<file path="config.mk">
export PLATFORM = sky130hd
export DESIGN_NAME = fan_sequencer
export DESIGN_NICKNAME = d
export VERILOG_FILES = /design/src/rtl/fan_seq_pkg.sv /design/src/rtl/fan_seq_ctrl.sv /design/src/rtl/fan_seq_datapath.sv /design/src/rtl/fan_sequencer.sv
export SDC_FILE = /design/constraint.sdc
export NUM_CORES = 1
export LEC_CHECK = 0
export BUFFER_PORTS_ARGS = -buffer_cell sky130_fd_sc_hd__buf_2
export CORE_ASPECT_RATIO = 1.25
export CORE_MARGIN = 2
export CORE_UTILIZATION = 24
export CTS_CLUSTER_DIAMETER = 120
export DETAILED_ROUTE_END_ITERATION = 6
export PLACE_DENSITY = 0.38
export SETUP_SLACK_MARGIN = 0.5
export SYNTH_ARGS = -nofsm -noshare
export SYNTH_HDL_FRONTEND = slang
export SYNTH_SLANG_ARGS = --single-unit
</file>
<file path="constraint.sdc">
create_clock -name clk -period 8.88 [get_ports clk]
set_input_delay 0.888 -clock clk [delete_from_list [all_inputs] [get_ports clk]]
set_output_delay 0.888 -clock clk [all_outputs]
set_load 0.02 [all_outputs]
</file>
<file path="src/rtl/fan_seq_pkg.sv">
package fan_seq_pkg;

  // Strobes that the control half hands to the datapath each cycle.
  typedef struct packed {
    logic runEn;      // fan control active
    logic capture;    // latch the temperature word this cycle
    logic forceFull;  // stall fault: demand full duty
  } ctrl_strobe_t;

endpackage

</file>
<file path="src/rtl/fan_seq_ctrl.sv">
module fan_seq_ctrl
  import fan_seq_pkg::*;
#(
  parameter int MISS_LIMIT  = 2,
  parameter int SYNC_STAGES = 2
) (
  input  logic         clk,
  input  logic         rstN,
  input  logic         fanEn,
  input  logic         secTick,
  input  logic         tachIn,
  output ctrl_strobe_t strobes,
  output logic         sampleStrobe,
  output logic         tachFault
);

  localparam int MISS_W   = $clog2(MISS_LIMIT + 1);
  localparam int CHAIN_W  = SYNC_STAGES + 1;

  logic [CHAIN_W-1:0] tachChain;
  logic               tachRise;
  logic [MISS_W-1:0]  missCnt;

  // Synchroniser plus one history stage for edge detection.
  always_ff @(posedge clk or negedge rstN) begin
    if (!rstN) tachChain <= '0;
    else       tachChain <= {tachChain[CHAIN_W-2:0], tachIn};
  end

  assign tachRise = tachChain[CHAIN_W-2] & ~tachChain[CHAIN_W-1];

  // Tick-window miss counter and fault flag.
  always_ff @(posedge clk or negedge rstN) begin
    if (!rstN) begin
      missCnt      <= '0;
      tachFault    <= 1'b0;
      sampleStrobe <= 1'b0;
    end else if (!fanEn) begin
      missCnt      <= '0;
      tachFault    <= 1'b0;
      sampleStrobe <= 1'b0;
    end else begin
      sampleStrobe <= secTick;
      if (tachRise) begin
        missCnt   <= '0;
        tachFault <= 1'b0;
      end else if (secTick) begin
        if (missCnt >= MISS_W'(MISS_LIMIT - 1)) begin
          tachFault <= 1'b1;
        end else begin
          missCnt <= missCnt + MISS_W'(1);
        end
      end
    end
  end

  always_comb begin
    strobes.runEn     = fanEn;
    strobes.capture   = fanEn & secTick;
    strobes.forceFull = tachFault;
  end

endmodule

</file>
<file path="src/rtl/fan_seq_datapath.sv">
module fan_seq_datapath
  import fan_seq_pkg::*;
#(
  parameter int TEMP_W  = 8,
  parameter int CNT_W   = 8,
  parameter int TEMP_LO = 40,
  parameter int TEMP_HI = 80
) (
  input  logic              clk,
  input  logic              rstN,
  input  ctrl_strobe_t      strobes,
  input  logic [TEMP_W-1:0] tempIn,
  input  logic              manualMode,
  input  logic [CNT_W-1:0]  manualDuty,
  output logic              pwmOut,
  output logic [CNT_W-1:0]  dutyOut
);

  localparam int DUTY_MAX = (1 << CNT_W) - 1;
  localparam int SPAN     = TEMP_HI - TEMP_LO;
  localparam int PROD_W   = TEMP_W + CNT_W;

  logic [TEMP_W-1:0] tempReg;
  logic [CNT_W-1:0]  autoDuty;
  logic [CNT_W-1:0]  targetDuty;
  logic [CNT_W-1:0]  pwmCnt;
  logic [CNT_W-1:0]  activeDuty;
  logic [PROD_W-1:0] rampOffset;
  logic [PROD_W-1:0] rampProd;
  logic [PROD_W-1:0] rampQuot;

  // Temperature latch.
  always_ff @(posedge clk or negedge rstN) begin
    if (!rstN)                tempReg <= '0;
    else if (strobes.capture) tempReg <= tempIn;
  end

  // Clamped linear ramp.
  always_comb begin
    rampOffset = PROD_W'(tempReg) - PROD_W'(TEMP_LO);
    rampProd   = rampOffset * PROD_W'(DUTY_MAX);
    rampQuot   = rampProd / PROD_W'(SPAN);
    if (tempReg <= TEMP_W'(TEMP_LO))      autoDuty = '0;
    else if (tempReg >= TEMP_W'(TEMP_HI)) autoDuty = CNT_W'(DUTY_MAX);
    else                                  autoDuty = rampQuot[CNT_W-1:0];
  end

  // Duty source selection, fault first.
  always_comb begin
    if (strobes.forceFull) targetDuty = CNT_W'(DUTY_MAX);
    else if (manualMode)   targetDuty = manualDuty;
    else                   targetDuty = autoDuty;
  end

  // Period counter; duty loads at the wrap only.
  always_ff @(posedge clk or negedge rstN) begin
    if (!rstN) begin
      pwmCnt     <= '0;
      activeDuty <= '0;
    end else if (!strobes.runEn) begin
      pwmCnt     <= '0;
      activeDuty <= '0;
    end else begin
      pwmCnt <= pwmCnt + CNT_W'(1);
      if (pwmCnt == CNT_W'(DUTY_MAX)) activeDuty <= targetDuty;
    end
  end

  assign pwmOut  = strobes.runEn &
                   ((activeDuty == CNT_W'(DUTY_MAX)) | (pwmCnt < activeDuty));
  assign dutyOut = activeDuty;

endmodule

</file>
<file path="src/rtl/fan_sequencer.sv">
module fan_sequencer
  import fan_seq_pkg::*;
#(
  parameter int TEMP_W      = 8,
  parameter int CNT_W       = 8,
  parameter int TEMP_LO     = 40,
  parameter int TEMP_HI     = 80,
  parameter int MISS_LIMIT  = 2,
  parameter int SYNC_STAGES = 2
) (
  input  logic              clk,
  input  logic              rstN,
  input  logic              fanEn,
  input  logic              secTick,
  input  logic [TEMP_W-1:0] tempIn,
  input  logic              manualMode,
  input  logic [CNT_W-1:0]  manualDuty,
  input  logic              tachIn,
  output logic              pwmOut,
  output logic [CNT_W-1:0]  dutyOut,
  output logic              tachFault,
  output logic              sampleStrobe
);

  ctrl_strobe_t strobes;

  fan_seq_ctrl #(
    .MISS_LIMIT (MISS_LIMIT),
    .SYNC_STAGES(SYNC_STAGES)
  ) u_ctrl (
    .clk         (clk),
    .rstN        (rstN),
    .fanEn       (fanEn),
    .secTick     (secTick),
    .tachIn      (tachIn),
    .strobes     (strobes),
    .sampleStrobe(sampleStrobe),
    .tachFault   (tachFault)
  );

  fan_seq_datapath #(
    .TEMP_W (TEMP_W),
    .CNT_W  (CNT_W),
    .TEMP_LO(TEMP_LO),
    .TEMP_HI(TEMP_HI)
  ) u_dp (
    .clk       (clk),
    .rstN      (rstN),
    .strobes   (strobes),
    .tempIn    (tempIn),
    .manualMode(manualMode),
    .manualDuty(manualDuty),
    .pwmOut    (pwmOut),
    .dutyOut   (dutyOut)
  );

endmodule

</file>
==> results of run 1 <==
flip-flops by register name (all words and copies together) (netlist names):
register,flops
u_dp.dutyOut,8
u_dp.pwmCnt,8
u_dp.tempReg,8
u_ctrl.tachChain,3
u_ctrl.missCnt,2
u_ctrl.sampleStrobe,1
u_ctrl.tachFault,1
cell type report:
class                   count  area, sq um
clock inverters             2        12.51
clock buffers               6        128.9
fillers                  2515        16160
flip-flops and latches     31        775.7
inverters                  80        300.3
repair buffers             81        541.8
well taps                 288        360.3
multi-input cells         542         4687
cell usage in the layout (no fill, tap or decap), drive strengths merged, types with 6 or more instances in the layout:
cell type and n:
fa 28, and3 8, nand2b 12, nand3 26, inv 80, and2 14, nor4 11, nor2b 8
o21a 9, nor3 16, a21o 12, o21bai 6, o211ai 6, a21oi 28, dfrtp 31, clkbuf 6
ha 44, o21ai 43, xor2 14, a31oi 10, nand4 6, a211oi 13, nand2 53, mux2i 9
or2 7, nor2 45, xnor2 26, o2111ai 9, buf 81
worst max-delay path by stage:
stage                      end            start  cells after the start  slack (ps)
2_1_floorplan  u_dp.dutyOut[0]  u_dp.tempReg[3]                     35         610
3_3_place_gp   u_dp.dutyOut[0]  u_dp.tempReg[4]                     31         310
3_5_place_dp   u_dp.dutyOut[0]  u_dp.tempReg[4]                     31         130
4_1_cts        u_dp.dutyOut[2]  u_dp.tempReg[4]                     33         540
5_1_grt        u_dp.dutyOut[0]  u_dp.tempReg[4]                     34         480
6_report       u_dp.dutyOut[0]  u_dp.tempReg[4]                     33         890
stage by stage:
stage	setup slack [ps]	instances	cell area [sq um]
final	893.9	1030	6807
after global routing	477.8	1030	6807
after CTS	535.6	1014	6384
after detailed placement	134.1	999	6120
after global placement	312.5	999	6120
after floorplan	610.3	690	5614
logic make-up (layout without fill, tap and decap cells):
group                    count (synthesis)  count (layout)
AO/OA/AOI/OAI                          193             193
XOR/XNOR                                41              41
adder cells (fa/ha/maj)                 72              72
buffers and inverters                  118             169
flip-flops                              31              31
multiplexers                            12              12
AND/OR/NAND/NOR                        223             224
layer usage:
metal  global-route usage [%]  up-vias  routed length [um]
met5                        0        -                   0
met4                    3.458        0                 436
met3                   0.7399       28                 353
met2                    25.35      114                8676
met1                    15.67     2597                7020
li1                         -     2575                   -
timing repair:
item	CTS	global route
endpoints found under the hold margin	0	0
endpoints found under the setup margin	4	4
hold buffers	0	0
setup buffers	7	14
resized for setup	14	61
pin swaps	2	18
cloned	0	2
==> flow_metrics.env, run 1 <==
export IMPL_grt_max_degree=32
export IMPL_path_buf_inv=6
export IMPL_r2r_start="u_dp.tempReg[4]"
export IMPL_drtIter0Drc=365
export IMPL_hold_path_class="flop to flop"
export IMPL_vias=5314
export IMPL_antenna_found_initial=0
export IMPL_ys_seq_area_share_pct=13.82
export IMPL_portBuffers=32
export IMPL_nNetsFinal=835
export IMPL_slew_violations=0
export IMPL_drtAntennaViolNets=0
export IMPL_yosys_top_cells_count="inv_1, nand2_1, ha_1"
export IMPL_initial_core_util_pct=24.45
export IMPL_synth_top_area_cell="dfrtp_1"
export IMPL_final_setup_viol_count=0
export IMPL_row_count=62
export IMPL_synthMuxAreaShare_pct=2.429
export IMPL_ys_ff_latch=31
export IMPL_dieArea_sq_mm=0.02464
export IMPL_ys_flop_type="dfrtp_1"
export IMPL_period_needed_ps=7986
export IMPL_clock_latency_ps=280
export IMPL_worstSetupStartpointType="flop"
export IMPL_synth_area_sq_mm=0.005614
export IMPL_die_h_um=175
export IMPL_required_ps=9040
export IMPL_clk_pin_slew_ps=60
export IMPL_cts_buffers=5
export IMPL_core_sq_mm=0.02296
export IMPL_hpwl_um=12990
export IMPL_clockBufferDepth=2
export IMPL_syn_num_nets=784
export IMPL_grt_overflow_total=0
export IMPL_yosysMostFrequentCell="inv_1"
export IMPL_hold_slack_ps=364.2
export IMPL_cts_sinks=31
export IMPL_critPathTopFamily="adder cells"
export IMPL_hold_viol=0
export IMPL_synth_top_family_by_area="compound AO/OA/AOI/OAI gates"
export IMPL_utilization_pct=29.64
export IMPL_r2r_end="u_dp.dutyOut[0]"
export IMPL_n_antenna_cell=0
export IMPL_synth_simple_area_share_pct=20.86
export IMPL_dr_pass1_iters=4
export IMPL_cp_slowest_cell="or4_1"
export IMPL_grt_first_pass_wirelength_um=27190
export IMPL_max_cap_violations=0
export IMPL_skew_ps=7.345
export IMPL_synth_compound_area_share_pct=26.92
export IMPL_ys_warn_count=0
export IMPL_synth_cell_type_count=98
export IMPL_cts_root_buf="clkbuf_16"
export IMPL_syn_inst=690
export IMPL_ios=33
export IMPL_r2r_cells=33
export IMPL_worstPathArrival_ps=8150
export IMPL_ff2ff_setup_slack_ps=890
export IMPL_avgRoutedWirePerCell_um=16.01
export IMPL_min_delay_path_depth=0
export IMPL_critPathCaptureType="flop"
export IMPL_routed_wl_um=16490
export IMPL_viasPerCell=5.159
export IMPL_fin_crit_sh_pct=89.93
export IMPL_worstSetupPathType="flop to flop"
export IMPL_synth_xor_area_share_pct=6.953
export IMPL_grt_usage_pct=13.14
export IMPL_gp_congestion=0.8311
export IMPL_min_to="u_ctrl.tachChain[1]"
export IMPL_status="finished clean"
export IMPL_grt_pass1_vias=5427
export IMPL_cts_tree="yes"
export IMPL_synth_edf_count=0
export IMPL_fmax_mhz=125.2
export IMPL_yosys_top_cells_area="dfrtp_1, fa_1, ha_1, inv_1, xnor2_1"
export IMPL_cts_htree_levels=2
export IMPL_grt_setup_unrepaired="false"
export IMPL_path_max_fanout=10
export IMPL_drive_gt1_share_pct=23.99
export IMPL_synthAdderAreaFrac_pct=19.79
export IMPL_fin_tns_setup_ps=0
export IMPL_die_x_um=140.8
export IMPL_area_growth_pct=21.24
export IMPL_cpPeakStageDelay_ps=610
export IMPL_min_from="u_ctrl.tachChain[0]"
export IMPL_slew_headroom_pct=25.25
export IMPL_synthArstFlopShare_pct=100.0
export IMPL_tightest_slew_ps=1113
export IMPL_syn_area_per_cell_sq_um=8.136
export IMPL_yosys_area_top_type_share_pct=13.82
export IMPL_drc=0
Power of run 1 is not shown: default switching activity piles up to over one toggle a cycle in this logic, so the estimate is an artifact.
==> inputs of run 2 (changes only) <==
--- a/config.mk
+++ b/config.mk
@@ -9,6 +9,7 @@
 export CORE_ASPECT_RATIO = 1.25
 export CORE_MARGIN = 2
 export CORE_UTILIZATION = 24
+export CTS_BUF_LIST = sky130_fd_sc_hd__clkbuf_8
 export CTS_CLUSTER_DIAMETER = 120
 export DETAILED_ROUTE_END_ITERATION = 6
 export PLACE_DENSITY = 0.38
==> run 2 against run 1 <==
  * Core utilization shrank 0.25 points
  * Routed wire length hardly changed
  * Final area down 0.83%
  * Clock skew increased by 4.6 ps
  * Die area unchanged
  * Sequential share of layout area rose by 0.095 points
  * Global-route usage about the same
  * Critical path type unchanged
==> flow_metrics.env, run 2 (synthesis results as in run 1) <==
export IMPL_status="finished clean"
export IMPL_grt_max_degree=32
export IMPL_grt_setup_unrepaired="false"
export IMPL_r2r_start="u_dp.tempReg[4]"
export IMPL_drive_gt1_share_pct=23.99
export IMPL_worstSetupPathType="flop to flop"
export IMPL_row_count=62
export IMPL_viasPerCell=5.160
export IMPL_drtAntennaViolNets=0
export IMPL_slew_headroom_pct=25.60
export IMPL_clock_latency_ps=300
export IMPL_nNetsFinal=835
export IMPL_grt_overflow_total=0
export IMPL_cp_slowest_cell="or4_1"
export IMPL_r2r_end="u_dp.dutyOut[0]"
export IMPL_routed_wl_um=16490
export IMPL_dieArea_sq_mm=0.02464
export IMPL_critPathCaptureType="flop"
export IMPL_cts_htree_levels=2
export IMPL_tightest_slew_ps=1108
export IMPL_dr_pass1_iters=4
export IMPL_min_to="u_ctrl.tachChain[1]"
export IMPL_r2r_cells=34
export IMPL_skew_ps=11.97
export IMPL_fin_crit_sh_pct=89.94
export IMPL_final_common_cell="inv_1"
export IMPL_cts_tree="yes"
export IMPL_min_from="u_ctrl.tachChain[0]"
export IMPL_drc=0
export IMPL_core_sq_mm=0.02296
export IMPL_final_setup_viol_count=0
export IMPL_min_delay_path_depth=0
export IMPL_antenna_found_initial=0
export IMPL_hpwl_um=12990
export IMPL_clk_pin_slew_ps=70
export IMPL_gp_congestion=0.8311
export IMPL_grt_pass1_vias=5428
export IMPL_ios=33
export IMPL_fin_tns_setup_ps=0
export IMPL_avgRoutedWirePerCell_um=16.01
export IMPL_period_needed_ps=7986
export IMPL_max_cap_violations=0
export IMPL_initial_core_util_pct=24.45
export IMPL_worstPathArrival_ps=8190
export IMPL_grt_first_pass_wirelength_um=27180
export IMPL_cpPeakStageDelay_ps=610
export IMPL_cts_root_buf="clkbuf_8"
export IMPL_area_growth_pct=20.24
export IMPL_hold_path_class="flop to flop"
export IMPL_drtIter0Drc=367
export IMPL_required_ps=9090
export IMPL_cts_sinks=31
export IMPL_final_cell_mix="inv_1, nand2_1, buf_4"
export IMPL_n_antenna_cell=0
export IMPL_vias=5315
export IMPL_cts_buffers=5
export IMPL_clockBufferDepth=2
export IMPL_die_x_um=140.8
export IMPL_die_h_um=175
export IMPL_fillers=2516
export IMPL_fmax_mhz=125.2
export IMPL_worstSetupStartpointType="flop"
export IMPL_ff2ff_setup_slack_ps=890
export IMPL_portBuffers=32
export IMPL_path_max_fanout=10
export IMPL_slew_violations=0
export IMPL_grt_usage_pct=13.13
export IMPL_hold_viol=0
[run 2: cell types whose count changed in the layout (fill, tap and decap cells not counted), sizes merged]
cell / before / now
clkbuf: 6 / 5
inv: 80 / 81
[run 2: metal layers]
| layer | part of all wire, % | GRT usage (%) | vias up |
|---|---|---|---|
| li1 | - | - | 2575 |
| met1 | 43 | 15.65 | 2604 |
| met2 | 53 | 25.37 | 106 |
| met3 | 2.0 | 0.6577 | 30 |
| met4 | 2.7 | 3.458 | 0 |
| met5 | 0 | 0 | - |
[run 2: stage by stage]
step	std cells	hold slack [ps]	setup WS (ps)	utilization [%]	area, sq um
floorplan	690	331.2	610.3	-	5614
global placement	999	346.3	312.5	26.65	6120
detailed placement	999	350.3	134.1	26.65	6120
CTS	1014	375.0	528.9	27.56	6327
global route	1030	389.7	469.2	29.40	6750
finish	1030	368.1	893.5	29.40	6750
[run 2: how the worst max path moves through the flow]
| stage | from | to | slack, ps | cells after the start |
|---|---|---|---|---|
| after detailed placement | u_dp.tempReg[4] | u_dp.dutyOut[0] | 130 | 31 |
| after CTS | u_dp.tempReg[4] | u_dp.dutyOut[2] | 530 | 33 |
| after global placement | u_dp.tempReg[4] | u_dp.dutyOut[0] | 310 | 31 |
| after global routing | u_dp.tempReg[4] | u_dp.dutyOut[0] | 470 | 34 |
| after floorplan | u_dp.tempReg[3] | u_dp.dutyOut[0] | 610 | 35 |
| final | u_dp.tempReg[4] | u_dp.dutyOut[0] | 890 | 34 |
[run 2: worst max-delay path: cells and delay by family, from the launching register on]
kind | cells | cell delay, ps
adder cells (fa/ha/maj) | 6 | 2260
AO/OA/AOI/OAI | 10 | 1840
AND/OR/NAND/NOR | 8 | 1740
buffers and inverters | 7 | 850
XOR/XNOR | 3 | 800
flip-flops | 1 | 400
[run 2: area by class of cell]
class | count | area, sq um | area share, %
clock buffer | 5 | 68.82 | 1.019
sequential | 31 | 775.7 | 11.49
inverter | 80 | 300.3 | 4.449
clock inverter | 3 | 16.27 | 0.2410
multi-input combinational | 542 | 4687 | 69.43
tap | 288 | 360.3 | 5.338
timing repair buffer | 81 | 541.8 | 8.026
[run 2: timing repair]
action                                  4_1_cts  5_1_grt
endpoints found under the setup margin        4        4
gates resized for setup                      14       61
setup buffers                                 7       14
hold buffers                                  0        0
pin swaps                                     2       18
gates cloned                                  0        2
Power of run 2 is left out for the same reason.
